[config.mk]
export PLATFORM = sky130hd
export DESIGN_NAME = tx_byte_queue
export DESIGN_NICKNAME = d
export VERILOG_FILES = /design/src/rtl/txq_pkg.sv /design/src/rtl/txq_store.sv /design/src/rtl/txq_ptrs.sv /design/src/rtl/txq_irq.sv /design/src/rtl/tx_byte_queue.sv
export SDC_FILE = /design/constraint.sdc
export NUM_CORES = 1
export LEC_CHECK = 0
export CAP_MARGIN = 5
export CORE_MARGIN = 2
export CORE_UTILIZATION = 43
export CTS_BUF_LIST = sky130_fd_sc_hd__clkbuf_8
export DETAILED_ROUTE_END_ITERATION = 10
export GPL_TIMING_DRIVEN = 0
export PLACE_DENSITY_LB_ADDON = 0.15
export SLEW_MARGIN = 20
export SYNTH_ARGS = -nofsm -noshare
export SYNTH_HDL_FRONTEND = slang
export SYNTH_SLANG_ARGS = --single-unit
[constraint.sdc]
create_clock -name clk -period 7 [get_ports clk]
set_clock_uncertainty 0.2 [all_clocks]
set_input_delay 0.7 -clock clk [delete_from_list [all_inputs] [get_ports clk]]
set_output_delay 0.7 -clock clk [all_outputs]
set_load 0.01 [all_outputs]
[src/rtl/txq_pkg.sv]
package txq_pkg;
  // wrap-around increment of a ring index
  function automatic int ring_inc(input int p, input int depth);
    return (p == depth - 1) ? 0 : p + 1;
  endfunction

  // wrap-around decrement of a ring index
  function automatic int ring_dec(input int p, input int depth);
    return (p == 0) ? depth - 1 : p - 1;
  endfunction

  // fill level after one cycle of push/pull
  function automatic int lvl_after(input int lvl, input bit push, input bit pull);
    return lvl + (push ? 1 : 0) - (pull ? 1 : 0);
  endfunction
endpackage

[src/rtl/txq_store.sv]
module txq_store #(
  parameter int DEPTH = 8,
  parameter int W     = 8,
  localparam int PW   = (DEPTH > 1) ? $clog2(DEPTH) : 1
) (
  input  logic          clk,
  input  logic          we,
  input  logic [PW-1:0] waddr,
  input  logic [W-1:0]  wdata,
  input  logic [PW-1:0] raddr,
  output logic [W-1:0]  rdata
);
  logic [W-1:0] mem [DEPTH];

  always_ff @(posedge clk) begin
    if (we) mem[waddr] <= wdata;
  end

  assign rdata = mem[raddr];
endmodule

[src/rtl/txq_ptrs.sv]
module txq_ptrs
  import txq_pkg::*;
#(
  parameter int DEPTH = 8,
  localparam int PW   = (DEPTH > 1) ? $clog2(DEPTH) : 1,
  localparam int CW   = $clog2(DEPTH + 1)
) (
  input  logic          clk,
  input  logic          rst_n,
  input  logic          q_en,
  input  logic          flush,
  input  logic          enter_evt,
  input  logic          wr_stb,
  input  logic          pop,
  output logic          wr_ok,
  output logic          wr_ovr,
  output logic          pop_ok,
  output logic [PW-1:0] wptr,
  output logic [PW-1:0] rptr,
  output logic [PW-1:0] store_addr,
  output logic [CW-1:0] lvl,
  output logic [CW-1:0] lvl_nxt
);
  logic clr_q;
  logic is_full;

  assign clr_q   = !q_en || flush || enter_evt;
  assign is_full = (lvl == CW'(DEPTH));
  assign pop_ok  = !clr_q && pop && (lvl != '0);
  assign wr_ok   = !clr_q && wr_stb && (!is_full || pop_ok);
  assign wr_ovr  = !clr_q && wr_stb && is_full && !pop_ok;
  assign lvl_nxt = clr_q ? '0 : CW'(lvl_after(int'(lvl), wr_ok, pop_ok));
  assign store_addr = wr_ovr ? PW'(ring_dec(int'(wptr), DEPTH)) : wptr;

  always_ff @(posedge clk or negedge rst_n) begin
    if (!rst_n) begin
      wptr <= '0;
      rptr <= '0;
      lvl  <= '0;
    end else begin
      lvl <= lvl_nxt;
      if (clr_q) begin
        wptr <= '0;
        rptr <= '0;
      end else begin
        if (wr_ok)  wptr <= PW'(ring_inc(int'(wptr), DEPTH));
        if (pop_ok) rptr <= PW'(ring_inc(int'(rptr), DEPTH));
      end
    end
  end

  // level never exceeds depth
  assert_lvl_bound_R2: assert property (@(posedge clk) disable iff (!rst_n)
    lvl <= CW'(DEPTH));
  // an overrun leaves the level untouched
  assert_ovr_keeps_lvl_R6: assert property (@(posedge clk) disable iff (!rst_n)
    wr_ovr |=> lvl == CW'(DEPTH));
  // popping an empty queue leaves the read pointer still
  assert_empty_pop_R9: assert property (@(posedge clk) disable iff (!rst_n)
    (pop && lvl == '0 && !clr_q) |=> $stable(rptr));
  // disabled queue stays empty
  assert_off_empty_R11: assert property (@(posedge clk) disable iff (!rst_n)
    !q_en |=> lvl == '0);
endmodule

[src/rtl/txq_irq.sv]
module txq_irq #(
  parameter int DEPTH = 8,
  localparam int CW   = $clog2(DEPTH + 1)
) (
  input  logic          clk,
  input  logic          rst_n,
  input  logic          q_en,
  input  logic          tmode_en,
  input  logic          flush,
  input  logic          wr_ok,
  input  logic          wr_ovr,
  input  logic          pop_ok,
  input  logic          ovr_clr,
  input  logic [CW-1:0] lvl_nxt,
  input  logic [CW-1:0] thresh,
  output logic          enter_evt,
  output logic          rdy_irq,
  output logic          ovr_irq,
  output logic          ovr_flag
);
  logic act, act_q;
  logic thr_hit;
  logic rdy_d;

  assign act       = q_en && tmode_en;
  assign enter_evt = act && !act_q;
  assign thr_hit   = q_en && !tmode_en && pop_ok && !wr_ok && (lvl_nxt == thresh);
  assign rdy_d     = (act && (flush || enter_evt || wr_ok)) || thr_hit;

  always_ff @(posedge clk or negedge rst_n) begin
    if (!rst_n) begin
      act_q    <= 1'b0;
      rdy_irq  <= 1'b0;
      ovr_irq  <= 1'b0;
      ovr_flag <= 1'b0;
    end else begin
      act_q   <= act;
      rdy_irq <= rdy_d;
      ovr_irq <= wr_ovr;
      if (wr_ovr)       ovr_flag <= 1'b1;
      else if (ovr_clr) ovr_flag <= 1'b0;
    end
  end

  // overrun and ready never pulse together
  assert_ovr_no_rdy_R6: assert property (@(posedge clk) disable iff (!rst_n)
    wr_ovr |=> !rdy_irq && ovr_irq);
  // flag holds without a clear
  assert_flag_sticky_R7: assert property (@(posedge clk) disable iff (!rst_n)
    (ovr_flag && !ovr_clr) |=> ovr_flag);
  // accepted write in transparent mode yields a ready pulse
  assert_write_pulse_R3: assert property (@(posedge clk) disable iff (!rst_n)
    (wr_ok && act) |=> rdy_irq);
endmodule

[src/rtl/tx_byte_queue.sv]
module tx_byte_queue #(
  parameter int DEPTH = 8,
  parameter int W     = 8,
  localparam int PW   = (DEPTH > 1) ? $clog2(DEPTH) : 1,
  localparam int CW   = $clog2(DEPTH + 1)
) (
  input  logic          clk,
  input  logic          rst_n,
  input  logic          q_en,
  input  logic          tmode_en,
  input  logic          wr_stb,
  input  logic [W-1:0]  wr_byte,
  input  logic          pop,
  input  logic          flush,
  input  logic          ovr_clr,
  input  logic [CW-1:0] thresh,
  output logic [W-1:0]  head_byte,
  output logic [CW-1:0] fill_lvl,
  output logic          q_empty,
  output logic          q_full,
  output logic          rdy_irq,
  output logic          ovr_irq,
  output logic          ovr_flag
);
  logic          enter_evt, wr_ok, wr_ovr, pop_ok;
  logic [PW-1:0] wptr, rptr, store_addr;
  logic [CW-1:0] lvl, lvl_nxt;

  txq_ptrs #(.DEPTH(DEPTH)) u_ptrs (
    .clk(clk), .rst_n(rst_n), .q_en(q_en), .flush(flush),
    .enter_evt(enter_evt), .wr_stb(wr_stb), .pop(pop),
    .wr_ok(wr_ok), .wr_ovr(wr_ovr), .pop_ok(pop_ok),
    .wptr(wptr), .rptr(rptr), .store_addr(store_addr),
    .lvl(lvl), .lvl_nxt(lvl_nxt)
  );

  txq_store #(.DEPTH(DEPTH), .W(W)) u_store (
    .clk(clk), .we(wr_ok || wr_ovr), .waddr(store_addr),
    .wdata(wr_byte), .raddr(rptr), .rdata(head_byte)
  );

  txq_irq #(.DEPTH(DEPTH)) u_irq (
    .clk(clk), .rst_n(rst_n), .q_en(q_en), .tmode_en(tmode_en),
    .flush(flush), .wr_ok(wr_ok), .wr_ovr(wr_ovr), .pop_ok(pop_ok),
    .ovr_clr(ovr_clr), .lvl_nxt(lvl_nxt), .thresh(thresh),
    .enter_evt(enter_evt), .rdy_irq(rdy_irq), .ovr_irq(ovr_irq),
    .ovr_flag(ovr_flag)
  );

  assign fill_lvl = lvl;
  assign q_empty  = (lvl == '0);
  assign q_full   = (lvl == CW'(DEPTH));

  // flush leaves the queue empty
  assert_flush_empty_R4: assert property (@(posedge clk) disable iff (!rst_n)
    flush |=> q_empty);
  // simultaneous write and pop on full is not an overrun
  assert_full_wr_pop_R8: assert property (@(posedge clk) disable iff (!rst_n)
    (q_full && wr_stb && pop && q_en && !flush && !enter_evt) |=> q_full && !ovr_irq);
endmodule

**Word level (Yosys, flattened, before mapping)**

Memory sizes are Yosys's and may differ from the RTL's.
Index checks and enable logic that the tools add are counted.

- Register bits after elaboration: 14
- Bits in writable memories: 64
- Bits of input ports: 20
- Output and inout bits: 17
- Logic and storage cells: 65
- Memories kept: 1

Memories:

| memory | depth | width | read ports | clocked after Yosys merged registers in | write ports | line | text |
|---|---|---|---|---|---|---|---|
| u_store.mem | 8 | 8 | 1 | 0 | 1 | txq_store.sv:13 | `logic [W-1:0] mem [DEPTH];` |

- Add/sub/neg operators: 5
- Equal/unequal tests: 4
- Muxes and demuxes: 15
- Reduce and logical (&&, ||, !) cells: 33

Operators by type and width:

| operator | count |
|---|---|
| 3-bit 2-to-1 mux | 8 |
| 1-bit logical AND | 13 |
| 1-bit zero test | 7 |
| 1-bit logical OR | 7 |
| 3-bit by 1-bit adder with 3-bit output (second input constant) | 2 |
| 3-bit by 1-bit equality test with 1-bit output (second input constant) | 2 |
| 1-bit 2-to-1 mux | 6 |
| 2-bit nonzero test | 3 |
| 4-bit adder | 1 |
| 4-bit equality test | 1 |
| 4-bit equality test (second input constant) | 1 |
| 4-bit zero test | 1 |
| 4-bit 2-to-1 mux | 1 |
| 4-bit nonzero test | 1 |
| 4-bit subtractor | 1 |
| 3-bit zero test | 1 |
| 3-bit by 1-bit subtractor with 3-bit output (second input constant) | 1 |

**Longest topological paths before layout**

Gate-level depths: netlist of the first run.

- Depth after elaboration: 15
- Mapped depth: 14
- Mapped depth without buffers: 13

**Hierarchy**

A second synthesis of the first run with hierarchy kept.

- Cell total of the unflattened synthesis: 207
- Area total of the unflattened synthesis: 3537.1 um^2

By module, submodules not included:

| module | instances | cells each | area an instance (um^2) |
|---|---|---|---|
| txq_store | 1 | 106 | 2531.2 |
| txq_ptrs | 1 | 80 | 782.0 |
| txq_irq | 1 | 18 | 190.2 |
| tx_byte_queue | 1 | 3 | 33.8 |

**Least setup slack after synthesis of the first run**

No wires, ideal clock.

- Path kind: register to register
- Start point: reg u_ptrs.lvl[2]
- End point: reg u_irq.rdy_irq
- Library setup time: 0.067 ns
- Arrival time: 2.895 ns
- Required time: 6.733 ns
- Slack: 3.838 ns
- Cell stages (with the launch flop): 15
- Buffers on the path: 1
- Clock period less this slack: 3.162 ns
- Path through: dfrtp_1 inv_1 ha_1 nor3b_1 nand2b_4 buf_6 or2_1 a21oi_1 ha_1 fa_1 xnor2_1 nand3_1 o22a_1 o32ai_1 a32o_1

- Cells in the longest elaborated chain, start to end: 11
- Elaborated cells between the ends (all ways): 19

RTL lines:

| what | line | text |
|---|---|---|
| from (decl) | txq_ptrs.sv:21 | `output logic [CW-1:0] lvl,` |
| from (signal assigned) | txq_ptrs.sv:41 | `lvl <= lvl_nxt;` |
| 4-bit equality test or 4-bit nonzero test (tied branches) | txq_ptrs.sv:28, txq_ptrs.sv:29 |  |
| 1-bit zero test or 1-bit logical AND (tied branches) | txq_ptrs.sv:30, txq_ptrs.sv:29 |  |
| 1-bit logical OR | txq_ptrs.sv:30 | `assign wr_ok = !clr_q && wr_stb && (!is_full \|\| pop_ok);` |
| 1-bit logical AND | txq_ptrs.sv:30 |  |
| 1-bit 2-to-1 mux | txq_pkg.sv:14 | `return lvl + (push ? 1 : 0) - (pull ? 1 : 0);` |
| 4-bit adder | txq_pkg.sv:14 |  |
| 4-bit subtractor | txq_pkg.sv:14 |  |
| 4-bit 2-to-1 mux | txq_ptrs.sv:32 | `assign lvl_nxt = clr_q ? '0 : CW'(lvl_after(int'(lvl), wr_ok, pop_ok));` |
| 4-bit equality test | txq_irq.sv:27 | `assign thr_hit = q_en && !tmode_en && pop_ok && !wr_ok && (lvl_nxt == thresh);` |
| 1-bit logical AND | txq_irq.sv:27 |  |
| 1-bit logical OR * | txq_irq.sv:28 | `assign rdy_d = (act && (flush \|\| enter_evt \|\| wr_ok)) \|\| thr_hit;` |
| net u_irq.rdy_d | txq_irq.sv:23 | `logic rdy_d;` |
| to (signal assigned) | txq_irq.sv:38 | `rdy_irq <= rdy_d;` |
| to (decl) | txq_irq.sv:17 | `output logic rdy_irq,` |

Mark *: on every way through the listed nets, which the timed path passes. The rest lies on a longest branch.
A chain may end at the register's enable or synchronous reset.

**Worst setup path in the final report of the first run**

- Start point: reg u_ptrs.rptr[1]
- End point: out head_byte[4]

- Cells in the longest elaborated chain, start to end: 1

RTL lines:

| what | line | text |
|---|---|---|
| from (decl) | txq_ptrs.sv:19 | `output logic [PW-1:0] rptr,` |
| from (signal assigned) | txq_ptrs.sv:47 | `if (pop_ok) rptr <= PW'(ring_inc(int'(rptr), DEPTH));` |
| memory read 8 x 8 bit | -- |  |
| to (decl) | tx_byte_queue.sv:17 | `output logic [W-1:0] head_byte,` |

Every way passes these cells.

==> metrics.md, run 1 <==
| Metric | Value |
|---|---|
| Status | finished, final reports clean |
| Worst Setup End Kind | output pin |
| Netlist area before placement | 3470 sq um |
| Clock sink count | 78 |
| Starting Density | 0.447 |
| Count of state elements after synthesis | 78 |
| Most common cell after layout, fill and taps aside | sky130_fd_sc_hd__edfxtp_1 |
| Fraction of synthesized cell area taken by the top area cell type | 0.553 |
| First-pass iteration count of the detailed router | 4 |
| Fraction of final layout cells sized beyond drive strength 1 | 0.201 |
| DR vias | 1949 |
| Library cell contributing the largest single delay on the critical path | sky130_fd_sc_hd__buf_1 |
| YS warnings | 0 |
| Path type of the worst min-delay path | register to register |
| Required time reported for the critical path endpoint | 6.10 ns |
| Number of top-level pins | 37 |
| Mean instance size in the synthesized netlist | 16.4 sq um |
| Final RePlAce weighted congestion | 0.740 |
| Final-stage net count | 291 |
| First-pass GRT wire length | 10400 um |
| Standard cell core area | 7770 sq um |
| TritonCTS clock tree | done |
| Kind of cell with the highest combined delay on the critical path | buffers and inverters |
| Clock-pin slew of the registers on the worst-case setup and hold paths | 0.08 ns |
| Global route total overflow | 0 |
| Final number of hold-violating endpoints | 0 |
| Max incr delay on CP | 0.58 ns |
| Leading area contributor after synthesis | sky130_fd_sc_hd__edfxtp_1 |
| Slew Limit Fails | 0 |
| Count of port buffers added during placement | 36 |
| Post-synthesis net count | 244 |
| Count of antenna diodes in the layout | 0 |
| Total wire length | 6720 um |
| CTS hold repair buffers | 0 |
| Largest net degree at the start of global routing | 16 |
| Crit path arrival time | 2.70 ns |
| Final WS setup | 3.40 ns |
| Width of the die | 93.9 um |
| Number of placement rows | 32 |
| Top Layer Used | met4 |
| Die Height | 93.9 um |
| Setup-violating endpoint count in the final report | 0 |
| All-layer global routing usage | 0.167 |
| Leading register cell type out of synthesis | sky130_fd_sc_hd__edfxtp_1 |
| DR vias/cell | 5.33 |
| Setup repair after global routing missed its margin | no |
| Start-to-end type of the worst setup path | register to output pin |
| Number of maximum-capacitance violations | 0 |
| Number of antenna violations at the first check in global routing | 0 |
| Cts bufs inserted | 9 |
| Power per unit of standard cell area | 212 nW/um^2 |
| Post-synthesis cell type count | 42 |
| Drt wl/cell | 18.4 um |
| Clock H-tree levels | 3 |
| Post-cts sizing count | 0 |
| Max Root-Sink Buffers | 2 |
| Post-CTS Repair Setup Buffers | 0 |
| Area Overhead vs Synth | 19.9% |
| Routed length on met1 | 3210 um |
| Total met3 wirelength after detailed routing | 249 um |
| Summed negative setup slack over all endpoints | 0 ns |
| Number of buffers and inverters on the critical path | 3 |
| Static Leak | 0.00144 uW |
| Detailed route wirelength on metal2 | 3130 um |
| Worst Max-Slew Pin Slew | 0.986 ns |
| Post-Synthesis Cells | 212 |
| Initial DRC Count | 91 |
| Synth area leaders | sky130_fd_sc_hd__edfxtp_1, sky130_fd_sc_hd__mux4_2, sky130_fd_sc_hd__dfrtp_1, sky130_fd_sc_hd__ha_1, sky130_fd_sc_hd__mux2_2 |
| Clock root cell | sky130_fd_sc_hd__clkbuf_8 |
| Post-route insts no fill | 366 |
| Final worst path period share | 0.515 |
| Startpoint type of the worst setup path | register |
| Clock Latency Late Sink | 0.35 ns |
| Post-synthesis sequential area ratio | 0.654 |
| Dpl hpwl | 4460 um |
| Post-route DRC | 0 |
| Critical path cell sequence | buf_2 > buf_1 > mux4_2 > mux2_2 > clkdlybuf4s50_1 |
| Minimum setup slack after placement | 3.08 ns |
| Placed insts | 350 |
| Number of global-route vias before repair | 1994 |
| Die area | 8820 sq um |
| Number of antenna-violating nets in the routed design | 0 |
| Proportion of register bits with asynchronous set or reset after synthesis | 0.179 |
| Commonest cells after routing, fill and taps aside | sky130_fd_sc_hd__edfxtp_1, sky130_fd_sc_hd__clkdlybuf4s50_1, sky130_fd_sc_hd__mux4_2 |
| Maximum clock frequency | 0.278 GHz |
| Worst slew margin relative to its limit | 0.340 |
| Final period demand of the worst path | 3.60 ns |
| Critical Path Fanout Max | 10 |
| Count of flip-flops with a built-in enable after synthesis | 64 |
| Maximum vdd ir drop | 105 uV |
## registers in the layout (all words and copies together), names as in the netlist
name,flops
u_irq.ovr_flag,1
u_irq.rdy_irq,1
u_irq.ovr_irq,1
u_ptrs.rptr,3
u_ptrs.wptr,3
u_ptrs.lvl,4
u_irq.act_q,1
u_store.mem,64
## per-layer routing
metal	vias up	GRT usage
li1	913	-
met1	981	0.229
met2	43	0.261
met3	12	0.0361
met4	0	0.0688
met5	-	0
## final timing paths
path | from | to | slack (ns) | depth (start not counted)
max | u_ptrs.rptr[1] | head_byte[4] | 3.40 | 5
min | u_irq.ovr_flag | u_irq.ovr_flag | 0.32 | 2
max reg2reg | u_ptrs.lvl[2] | u_irq.rdy_irq | 3.69 | 14
min reg2reg | u_irq.ovr_flag | u_irq.ovr_flag | 0.32 | 2
max in group asynchronous | rst_n | u_ptrs.rptr[1] | 5.60 | 1
min in group asynchronous | rst_n | u_irq.ovr_irq | 0.56 | 1
## metrics by stage
stage | util | cell area [sq um] | power (uW) | hold slack [ns]
final | 0.536 | 4170 | 885 | 0.319
after global routing | 0.536 | 4170 | 912 | 0.349
after CTS | 0.536 | 4170 | 892 | 0.325
after detailed placement | 0.510 | 3960 | 551 | 0.311
after global placement | 0.510 | 3960 | 551 | 0.310
after floorplan | - | 3470 | 527 | 0.204
## layout make-up
class                      count  area (sq um)
fill                         657          3600
sequential                    78          2270
multi-input combinational    117          1120
timing repair buffer          36           360
tap                          102           128
clock buffer                   9           124
clock inverter                 7          80.1
buffer                         7          45.0
inverter                      10          37.5
## report_power, final
group          switching, uW  total [uW]  internal [uW]
combinational           17.6        35.4           17.8
clock                    174         344            170
sequential              1.18         505            504
total                    193         885            691
## worst register-to-register path: stages, from the launching register on
cell	delay [ns]
sky130_fd_sc_hd__dfrtp_1	0.39
sky130_fd_sc_hd__inv_1	0.10
sky130_fd_sc_hd__ha_1	0.17
sky130_fd_sc_hd__nor3b_1	0.25
sky130_fd_sc_hd__nand2b_4	0.18
sky130_fd_sc_hd__buf_6	0.12
sky130_fd_sc_hd__or2_1	0.10
sky130_fd_sc_hd__a21oi_1	0.06
sky130_fd_sc_hd__ha_1	0.24
sky130_fd_sc_hd__fa_1	0.39
sky130_fd_sc_hd__xnor2_1	0.30
sky130_fd_sc_hd__nand3_1	0.12
sky130_fd_sc_hd__o22a_1	0.20
sky130_fd_sc_hd__o32ai_1	0.21
sky130_fd_sc_hd__a32o_1	0.23
## cell families (layout without fill, tap and decap cells)
logic type      count (synthesis)  in the layout  share of synthesized area
mux                            27             27                      0.138
flops                          78             78                      0.654
buf+inv                        17             69                     0.0238
fa+ha+maj                      12             12                     0.0454
simple gates                   55             55                     0.0915
xor+xnor                        4              4                     0.0101
compound gates                 19             19                     0.0371
## Yosys cell counts (all sizes together) (3+ instances only)
master and n:
edfxtp 64, mux4 16, dfrtp 14, nor2 13, ha 11, nand3 11
inv 10, mux2 8, a21oi 7, buf 6, nand2 6, and2 5
nand2b 5, a21o 3, mux2i 3, nand4 3, o21ai 3, xnor2 3
No activity file was read; power rests on OpenSTA's default activity.
==> inputs of run 2 (changes only) <==
clock period = 3.6 ns   (was 7 ns; I/O delays follow)
==> run 2 against run 1 <==
First-iteration DRC count up 1.1%; die area is the same; critical path depth unchanged; sequential power rose by 94%; sequential share of layout area decreased by 0.098 points; final area rose by 0.18%; via count grew 0.51%; worst hold slack worse by 0.10 ns; total power is 94% higher; utilization is 0.097 points higher; routed wire length decreased by 0.83%; clock-buffer cell count is the same; critical endpoint unchanged; largest power group unchanged.
==> metrics.md, run 2 (synthesis results as in run 1) <==
| Metric | Value |
|---|---|
| Drt wl/cell | 18.2 um |
| Clock Latency Late Sink | 0.35 ns |
| DR vias | 1959 |
| Max Root-Sink Buffers | 2 |
| Global route total overflow | 0 |
| Worst Setup End Kind | output pin |
| Number of top-level pins | 37 |
| Width of the die | 93.9 um |
| Number of maximum-capacitance violations | 0 |
| Die Height | 93.9 um |
| Worst slew margin relative to its limit | 0.352 |
| Clock H-tree levels | 3 |
| Final period demand of the worst path | 3.27 ns |
| Count of port buffers added during placement | 36 |
| Biggest registers after layout | u_store.mem x64, u_ptrs.lvl x4 |
| Largest net degree at the start of global routing | 16 |
| Minimum setup slack after placement | 0.0168 ns |
| Worst Max-Slew Pin Slew | 0.968 ns |
| All-layer global routing usage | 0.167 |
| CTS hold repair buffers | 0 |
| Clock sink count | 78 |
| Cts bufs inserted | 9 |
| Crit path from | u_ptrs.rptr[1] |
| TritonCTS clock tree | done |
| Crit path arrival time | 2.71 ns |
| Commonest cells after routing, fill and taps aside | sky130_fd_sc_hd__edfxtp_1, sky130_fd_sc_hd__clkdlybuf4s50_1, sky130_fd_sc_hd__mux4_2 |
| Largest Register | u_store.mem |
| Maximum vdd ir drop | 204 uV |
| Maximum clock frequency | 0.306 GHz |
| R2R Path Start | u_ptrs.lvl[2] |
| Placed insts | 350 |
| Startpoint type of the worst setup path | register |
| Number of antenna-violating nets in the routed design | 0 |
| Post-route insts no fill | 366 |
| Layout Utilization | 0.537 |
| First-pass iteration count of the detailed router | 4 |
| Most common cell after layout, fill and taps aside | sky130_fd_sc_hd__edfxtp_1 |
| Max reg flops | 64 |
| Die area | 8820 sq um |
| Final number of hold-violating endpoints | 0 |
| Clock root cell | sky130_fd_sc_hd__clkbuf_8 |
| Post-CTS Repair Setup Buffers | 0 |
| Static Leak | 0.00145 uW |
| Summed negative setup slack over all endpoints | 0 ns |
| Setup repair after global routing missed its margin | no |
| Start-to-end type of the worst setup path | register to output pin |
| Clock-pin slew of the registers on the worst-case setup and hold paths | 0.08 ns |
| Critical Path Fanout Max | 10 |
| Final WS setup | 0.334 ns |
| Status | finished, final reports clean |
| Total wire length | 6670 um |
| Setup-violating endpoint count in the final report | 0 |
| Number of placement rows | 32 |
| Power per unit of standard cell area | 412 nW/um^2 |
| DR vias/cell | 5.35 |
| Count of antenna diodes in the layout | 0 |
| Starting Density | 0.447 |
| Post-cts sizing count | 0 |
| Number of antenna violations at the first check in global routing | 0 |
| First-pass GRT wire length | 10400 um |
| Path type of the worst min-delay path | primary input to asynchronous set/reset pin |
| Required time reported for the critical path endpoint | 3.04 ns |
| Final-stage net count | 291 |
| Dpl hpwl | 4460 um |
| Final worst path period share | 0.907 |
| Fraction of final layout cells sized beyond drive strength 1 | 0.205 |
| Initial DRC Count | 92 |
| Standard cell core area | 7770 sq um |
| Final RePlAce weighted congestion | 0.740 |
| Area Overhead vs Synth | 20.1% |
| Slew Limit Fails | 0 |
| Post-route DRC | 0 |
| Number of global-route vias before repair | 1994 |
| Worst hold slack after final layout | 0.219 ns |
==> run 2: cell count changes in the layout (fill, tap and decap cells not counted) <==
cell and delta:
sky130_fd_sc_hd__xnor2_1 -1, sky130_fd_sc_hd__xnor2_2 +1
==> run 2: final timing paths <==
kind	end	slack [ns]	depth (start not counted)
worst max-delay path	head_byte[4]	0.33	5
worst min-delay path	u_irq.ovr_irq	0.22	1
worst max register to register	u_irq.rdy_irq	0.37	14
worst min register to register	u_irq.ovr_flag	0.32	2
max in group asynchronous	u_ptrs.rptr[1]	2.54	1
min in group clk	u_irq.ovr_flag	0.32	2
==> run 2: per-layer routing <==
metal	part of all wire	vias up	GRT usage
met3	0.045	12	0.0361
met5	0	-	0
met1	0.47	987	0.229
li1	-	912	-
met4	0.019	0	0.0688
met2	0.47	48	0.261
==> run 2: worst max-delay path, cell delays in order (launching register included) <==
cell and delay, ns:
sky130_fd_sc_hd__dfrtp_1 0.34, sky130_fd_sc_hd__buf_2 0.24, sky130_fd_sc_hd__buf_1 0.58, sky130_fd_sc_hd__mux4_2 0.43
sky130_fd_sc_hd__mux2_2 0.29, sky130_fd_sc_hd__clkdlybuf4s50_1 0.48
==> run 2: area by class of cell <==
type	instances	area [sq um]
Timing Repair Buffer	36	360
Fill cell	656	3590
Tap cell	102	128
Sequential cell	78	2270
Clock inverter	7	80.1
Clock buffer	9	124
Inverter	10	37.5
Multi-Input combinational cell	117	1130
Buffer	7	45.0
==> run 2: where the power goes <==
group	internal (uW)	leakage, uW	switching [uW]
sequential	980	0.000769	2.27
combinational	34.6	0.000577	34.1
clock	330	0.000102	338
==> run 2: per-stage QoR <==
stage                     power, uW  area [sq um]
after floorplan                1030          3470
after global placement         1070          3960
after detailed placement       1070          3960
after CTS                      1730          4170
after global routing           1770          4170
final                          1720          4170
==> inputs of run 3 (changes only) <==
clock period = 4.2 ns   (was 3.6 ns; I/O delays follow)
==> results of run 3 <==
Same layout as run 1 (identical final DEF). Status: finished, final reports clean.
Main changes from that run: setup slack after placement 3.08 ns -> 0.557 ns; setup slack after layout 3.40 ns -> 0.877 ns; hold slack 0.319 ns -> 0.280 ns; register-to-register setup slack 3.69 ns -> 0.89 ns; total power 885 uW -> 1470 uW; worst IR drop on VDD 105 uV -> 175 uV
